**src/rtl/jtag_route_pkg.sv**
```systemverilog
package jtag_route_pkg;

    typedef enum logic [3:0] {
        TS_RESET, TS_IDLE,
        TS_SEL_DR, TS_CAP_DR, TS_SHIFT_DR, TS_EX1_DR, TS_PAUSE_DR, TS_EX2_DR, TS_UPD_DR,
        TS_SEL_IR, TS_CAP_IR, TS_SHIFT_IR, TS_EX1_IR, TS_PAUSE_IR, TS_EX2_IR, TS_UPD_IR
    } tap_state_e;

    function automatic tap_state_e tap_step(input tap_state_e s, input logic m);
        tap_state_e r;
        case (s)
            TS_RESET:    r = m ? TS_RESET    : TS_IDLE;
            TS_IDLE:     r = m ? TS_SEL_DR   : TS_IDLE;
            TS_SEL_DR:   r = m ? TS_SEL_IR   : TS_CAP_DR;
            TS_CAP_DR:   r = m ? TS_EX1_DR   : TS_SHIFT_DR;
            TS_SHIFT_DR: r = m ? TS_EX1_DR   : TS_SHIFT_DR;
            TS_EX1_DR:   r = m ? TS_UPD_DR   : TS_PAUSE_DR;
            TS_PAUSE_DR: r = m ? TS_EX2_DR   : TS_PAUSE_DR;
            TS_EX2_DR:   r = m ? TS_UPD_DR   : TS_SHIFT_DR;
            TS_UPD_DR:   r = m ? TS_SEL_DR   : TS_IDLE;
            TS_SEL_IR:   r = m ? TS_RESET    : TS_CAP_IR;
            TS_CAP_IR:   r = m ? TS_EX1_IR   : TS_SHIFT_IR;
            TS_SHIFT_IR: r = m ? TS_EX1_IR   : TS_SHIFT_IR;
            TS_EX1_IR:   r = m ? TS_UPD_IR   : TS_PAUSE_IR;
            TS_PAUSE_IR: r = m ? TS_EX2_IR   : TS_PAUSE_IR;
            TS_EX2_IR:   r = m ? TS_UPD_IR   : TS_SHIFT_IR;
            TS_UPD_IR:   r = m ? TS_SEL_DR   : TS_IDLE;
            default:     r = TS_RESET;
        endcase
        return r;
    endfunction

endpackage

```
**src/rtl/jtag_route_tap.sv**
```systemverilog
module jtag_route_tap
    import jtag_route_pkg::*;
(
    input  logic       tck,
    input  logic       trst_n,
    input  logic       tms,
    output tap_state_e state_q,
    output tap_state_e state_d
);

    typedef struct packed {
        tap_state_e st;
    } tap_regs_t;

    tap_regs_t r_d, r_q;

    always_comb begin
        r_d    = r_q;
        r_d.st = tap_step(r_q.st, tms);
    end

    always_ff @(posedge tck or negedge trst_n) begin
        if (!trst_n) r_q <= '{st: TS_RESET};
        else         r_q <= r_d;
    end

    assign state_q = r_q.st;
    assign state_d = r_d.st;

endmodule

```
**src/rtl/jtag_route_regs.sv**
```systemverilog
module jtag_route_regs
    import jtag_route_pkg::*;
#(
    parameter int                IR_W      = 4,
    parameter int                SEL_W     = 4,
    parameter logic [IR_W-1:0]   ROUTE_OPC = IR_W'(2)
) (
    input  logic             tck,
    input  logic             trst_n,
    input  logic             tdi,
    input  tap_state_e       state_q,
    input  tap_state_e       state_d,
    input  logic             route_idle,
    output logic [SEL_W-1:0] sel_q,
    output logic             shift_bit
);

    localparam logic [IR_W-1:0] BYP_OPC = {IR_W{1'b1}};
    localparam logic [IR_W-1:0] IR_CAP  = IR_W'(1);

    typedef struct packed {
        logic [IR_W-1:0]  ir_sr;
        logic [IR_W-1:0]  ir;
        logic [SEL_W-1:0] dr_sr;
        logic             byp;
        logic [SEL_W-1:0] sel;
    } regs_t;

    regs_t r_d, r_q;
    logic  route_sel;

    assign route_sel = (r_q.ir == ROUTE_OPC);

    always_comb begin
        r_d = r_q;
        case (state_q)
            TS_RESET:    r_d.ir    = BYP_OPC;
            TS_CAP_IR:   r_d.ir_sr = IR_CAP;
            TS_SHIFT_IR: r_d.ir_sr = {tdi, r_q.ir_sr[IR_W-1:1]};
            TS_UPD_IR:   r_d.ir    = r_q.ir_sr;
            TS_CAP_DR: begin
                if (route_sel) r_d.dr_sr = r_q.sel;
                else           r_d.byp   = 1'b0;
            end
            TS_SHIFT_DR: begin
                if (route_sel) r_d.dr_sr = {tdi, r_q.dr_sr[SEL_W-1:1]};
                else           r_d.byp   = tdi;
            end
            TS_UPD_DR: begin
                // routing is frozen while a target is on the chain
                if (route_sel && route_idle) r_d.sel = r_q.dr_sr;
            end
            default: ;
        endcase
        if (state_d == TS_RESET) r_d.sel = '0;
    end

    always_ff @(posedge tck or negedge trst_n) begin
        if (!trst_n) r_q <= '{ir_sr: '0, ir: BYP_OPC, dr_sr: '0, byp: 1'b0, sel: '0};
        else         r_q <= r_d;
    end

    always_comb begin
        if (state_q == TS_SHIFT_IR) shift_bit = r_q.ir_sr[0];
        else if (route_sel)         shift_bit = r_q.dr_sr[0];
        else                        shift_bit = r_q.byp;
    end

    assign sel_q = r_q.sel;

endmodule

```
**src/rtl/jtag_route_port.sv**
```systemverilog
module jtag_route_port
    import jtag_route_pkg::*;
#(
    parameter int SEL_W = 4
) (
    input  logic             tck,
    input  logic             trst_n,
    input  logic             tms,
    input  tap_state_e       state_q,
    input  logic             shift_bit,
    input  logic [SEL_W-1:0] sel_q,
    input  logic             tdo_sw,
    input  logic             tdo_core,
    output logic             tms_sw,
    output logic             tms_core,
    output logic             tdo,
    output logic             route_idle
);

    localparam int N_TGT    = 2;
    localparam int TGT_SW   = 0;
    localparam int TGT_CORE = 1;

    typedef struct packed {
        logic tdo;
    } out_regs_t;

    out_regs_t        o_d, o_q;
    logic [N_TGT-1:0] hit;
    logic [N_TGT-1:0] tgt_tdo;
    logic [N_TGT-1:0] tgt_tms;

    // bit 3 wins; code 0001 has bit 3 clear, so hits are one-hot
    assign hit[TGT_SW]       = (sel_q == SEL_W'(1));
    assign hit[TGT_CORE]     = sel_q[SEL_W-1];
    assign route_idle        = ~|hit;
    assign tgt_tdo[TGT_SW]   = tdo_sw;
    assign tgt_tdo[TGT_CORE] = tdo_core;

    for (genvar g = 0; g < N_TGT; g++) begin : g_gate
        assign tgt_tms[g] = hit[g] ? tms : 1'b1;
    end

    always_comb begin
        o_d     = o_q;
        o_d.tdo = ((state_q == TS_SHIFT_IR) || (state_q == TS_SHIFT_DR)) ? shift_bit : 1'b0;
    end

    always_ff @(negedge tck or negedge trst_n) begin
        if (!trst_n) o_q <= '{tdo: 1'b0};
        else         o_q <= o_d;
    end

    assign tms_sw   = tgt_tms[TGT_SW];
    assign tms_core = tgt_tms[TGT_CORE];
    assign tdo      = route_idle ? o_q.tdo : |(hit & tgt_tdo);

endmodule

```
**src/rtl/jtag_route_mux.sv**
```systemverilog
module jtag_route_mux
    import jtag_route_pkg::*;
#(
    parameter int              IR_W      = 4,
    parameter int              SEL_W     = 4,
    parameter logic [IR_W-1:0] ROUTE_OPC = IR_W'(2)
) (
    input  logic tck,
    input  logic trst_n,
    input  logic tms,
    input  logic tdi,
    input  logic tdo_sw,
    input  logic tdo_core,
    output logic tms_sw,
    output logic tms_core,
    output logic tdo
);

    tap_state_e       tap_state;
    tap_state_e       tap_next;
    logic [SEL_W-1:0] sel_cur;
    logic             shift_bit;
    logic             route_idle;

    jtag_route_tap u_tap (
        .tck     (tck),
        .trst_n  (trst_n),
        .tms     (tms),
        .state_q (tap_state),
        .state_d (tap_next)
    );

    jtag_route_regs #(
        .IR_W      (IR_W),
        .SEL_W     (SEL_W),
        .ROUTE_OPC (ROUTE_OPC)
    ) u_regs (
        .tck        (tck),
        .trst_n     (trst_n),
        .tdi        (tdi),
        .state_q    (tap_state),
        .state_d    (tap_next),
        .route_idle (route_idle),
        .sel_q      (sel_cur),
        .shift_bit  (shift_bit)
    );

    jtag_route_port #(
        .SEL_W (SEL_W)
    ) u_port (
        .tck        (tck),
        .trst_n     (trst_n),
        .tms        (tms),
        .state_q    (tap_state),
        .shift_bit  (shift_bit),
        .sel_q      (sel_cur),
        .tdo_sw     (tdo_sw),
        .tdo_core   (tdo_core),
        .tms_sw     (tms_sw),
        .tms_core   (tms_core),
        .tdo        (tdo),
        .route_idle (route_idle)
    );

endmodule

```
**config.mk**
```make
export PLATFORM = sky130hd
export DESIGN_NAME = jtag_route_mux
export DESIGN_NICKNAME = d
export VERILOG_FILES = /design/src/rtl/jtag_route_pkg.sv /design/src/rtl/jtag_route_tap.sv /design/src/rtl/jtag_route_regs.sv /design/src/rtl/jtag_route_port.sv /design/src/rtl/jtag_route_mux.sv
export SDC_FILE = /design/constraint.sdc
export NUM_CORES = 1
export LEC_CHECK = 0
export ABC_CLOCK_PERIOD_IN_PS = 2500
export BUFFER_PORTS_ARGS = -buffer_cell sky130_fd_sc_hd__buf_2
export CAP_MARGIN = 0
export CORE_MARGIN = 8
export CORE_UTILIZATION = 61
export CTS_BUF_LIST = sky130_fd_sc_hd__clkbuf_2 sky130_fd_sc_hd__clkbuf_4 sky130_fd_sc_hd__clkbuf_8
export CTS_CLUSTER_SIZE = 25
export DETAILED_ROUTE_END_ITERATION = 10
export PLACE_DENSITY = 0.82
export SYNTH_ARGS = -nofsm -noshare
export SYNTH_HDL_FRONTEND = slang
export SYNTH_SLANG_ARGS = --single-unit
```
**constraint.sdc**
```tcl
create_clock -name tck -period 2.5 [get_ports tck]
set_input_delay 0.125 -clock tck [delete_from_list [all_inputs] [get_ports tck]]
set_output_delay 0.125 -clock tck [all_outputs]
set_load 0.01 [all_outputs]
```
==> impl_metrics.csv <==
group,metric,value,unit
worst_setup_path,reg2reg_from,"u_regs.r_q[10]",
grt,use_met1,18.48,%
grt,grt_max_degree,24,
grt,grt-busiest-layer,"met2",
clock_network,clkLatencyLatePin,310,ps
route,drc,0,
logic_synthesis,dominantRegCellSynth,"dfrtp_1",
clock_network,cts-root-buf,"clkbuf_4",
worst_setup_path,r2r_cells,3,
route,ant_nets,0,
placement,dp.final_hpwl,1.846,mm
power,leakagePower,0.0006303,uW
route,wl_per_cell,15.07,um
worst_setup_path,end_kind,"flip-flop",
outcome,violations,"setup timing",
worst_hold_path,worstHoldEndpoint,"u_regs.r_q[16]",
timing,setup_slack,-169.6,ps
final_layout,antenna_cells,0,
timing,skew,9.819,ps
grt,overflow,0,
grt,grt_pass1_wl,4.616,mm
logic_synthesis,ys_warn_count,0,
logic_synthesis,ys_seq_area_share,43.15,%
logic_synthesis,mappedNetlistNets,136,
logic_synthesis,synth_area_leader_cell,"dfrtp_1",
grt,grt_use_met2,27.43,%
worst_setup_path,r2r_end,"u_port.o_q",
grt,antenna_found_initial,0,
timing,hold_viol_final,0,
outcome,outcome,"finished with violations",
grt,grt_use_met3,3.292,%
worst_hold_path,hold_class,"input port to flip-flop",
route,via_per_inst,6.041,
power,power_density,986.4,nW/um^2
placement,port_buffers,8,
logic_synthesis,ys_ff_latch,22,
logic_synthesis,ys_types,43,
clock_network,cts_buffer_depth,2,
route,postRouteWirelength,2.577,mm
floorplanning,core_area,1982,sq um
worst_setup_path,reg2reg_slack,-170,ps
clock_network,cts.sink_count,22,
logic_synthesis,synth.cells.most_frequent,"o21ai_0 (21), dfrtp_1 (17), nand2_1 (12)",
clock_network,path_clk_slew,130,ps
logic_synthesis,syn-mean-instance-area,9.904,sq um
route,dr.pass1.iters,4,
floorplanning,die_w,61.94,um
placement,gp_congestion,0.7625,
floorplanning,die_area,3837,sq um
power,total_power,1449,uW
final_layout,area_delta_synth_final,14.09,%
worst_setup_path,start_kind,"flip-flop",
grt,grt_pass1_vias,1063,
floorplanning,rows,16,
logic_synthesis,yosysMostFrequentCell,"o21ai_0",
clock_network,cts_max_level,1,
final_layout,fin_cells,171,
worst_hold_path,whs_path_depth,3,
timing,max-slew-margin-rel,52.30,%
route,drt_iter0_drc,32,
worst_setup_path,crit_fanout,2,
grt,grtUsageTotal,15.94,%
timing,setup_viol,1,
final_layout,fin_nets,151,
timing,slew_violations,0,
worst_hold_path,hp-start,"tdi",
run,drv_cap,0,
logic_synthesis,synth_cells,130,
floorplanning,fp.dieH,61.94,um
timing,rsz0062_at_grt,"true",
clock_network,cts_tree,"yes",
floorplanning,ios,9,
logic_synthesis,synth_area,1287,sq um
clock_network,cts_buffers,3,
worst_setup_path,critPathRequiredTime,1400,ps
timing,fin_setup_tns,-169.6,ps
logic_synthesis,synth.area.top_cells,"dfrtp_1 (33%), dfstp_2 (8.2%), o21ai_0 (8.2%)",
timing,hold_ws,100.3,ps
final_layout,postLayoutCoreUtil,74.12,%
power,ir_worst_vdd,0.7970,mV
final_layout,drive_above_1_share,27.78,%
route,dr_total_vias,1033,
worst_setup_path,cp.arrival,1570,ps
placement,place_inst,165,
logic_synthesis,async_flop_share,100.0,%
logic_synthesis,synth_top_area_share,33.04,%
worst_setup_path,path_class,"flip-flop to flip-flop",
floorplanning,initial_core_util,64.96,%
timing,worst_slew_pin_slew,705.6,ps
logic_synthesis,synth_edf_count,0,
[how the worst max path moves through the flow]
stage | from | endpoint | cells past startpoint
final | u_regs.r_q[10] | u_port.o_q | 3
after global routing | u_regs.r_q[10] | u_port.o_q | 3
after CTS | u_regs.r_q[10] | u_port.o_q | 3
after detailed placement | u_regs.r_q[10] | u_port.o_q | 3
after global placement | u_regs.r_q[10] | u_port.o_q | 3
after floorplan | u_regs.r_q[10] | u_port.o_q | 4
[layer usage]
metal	part of all wire, %	up-vias
li1	-	500
met4	0.81	0
met2	50	18
met5	0	-
met1	44	511
met3	4.3	4
[cell type report]
type | count | area [sq um]
inverters | 2 | 7.507
clock inverters | 1 | 30.03
fillers | 146 | 513.0
repair buffers | 21 | 140.1
flip-flops and latches | 22 | 555.5
well taps | 27 | 33.78
multi-input cells | 95 | 679.4
clock buffers | 3 | 22.52
[sequential cells by signal, summed over array words and instances (netlist names)]
signal / count
u_regs.sel_q: 4
u_port.o_q: 1
u_tap.state_q: 4
u_regs.r_q: 13
[what timing repair did]
action | 4_1_cts | 5_1_grt
endpoints found under the setup margin | 1 | 2
hold endpoints to repair | 17 | 0
hold buffers | 1 | 0
resized for setup | 0 | 1
setup buffers | 1 | 0
[through the flow]
step / worst slack [ps] / cell area, sq um
6_report: -169.6 / 1469
5_1_grt: -230.5 / 1469
4_1_cts: -175.5 / 1469
3_5_place_dp: -152.2 / 1399
3_3_place_gp: -108.5 / 1399
2_1_floorplan: -211.0 / 1297
[worst max-delay path, cell delays in order (launching register included)]
cell and delay [ps]:
dfstp_2 550, or4b_4 470, mux2i_1 180, o21ai_1 80
[logic make-up after synthesis]
| kind of cell | count (synthesis) | synth area share (%) |
|---|---|---|
| buf+inv | 13 | 4.374 |
| mux | 13 | 12.05 |
| simple gates | 42 | 20.51 |
| flops | 22 | 43.15 |
| compound gates | 39 | 19.24 |
| xor+xnor | 1 | 0.6804 |
[layout by cell type, fill, tap and decap left out, types with 2 or more instances in the layout]
cell,count
a211oi_1,2
a21oi_1,2
a22oi_1,4
a31oi_1,2
buf_2,8
buf_4,12
clkbuf_4,3
dfrtp_1,17
dfstp_2,4
inv_1,2
mux2_2,4
mux2_4,4
mux2i_1,5
nand2_1,12
nand2b_1,2
nor2_1,7
nor2b_1,2
nor3b_1,2
nor4b_1,3
o21ai_0,19
o21ai_1,2
or4b_1,2
[power by group]
part / switching, uW / internal (uW) / total, uW
registers: 51.7 / 459 / 511
clock network: 110 / 162 / 272
logic: 387 / 279 / 666
total: 548 / 901 / 1450
Note: power is estimated with default switching activity, not from simulation.
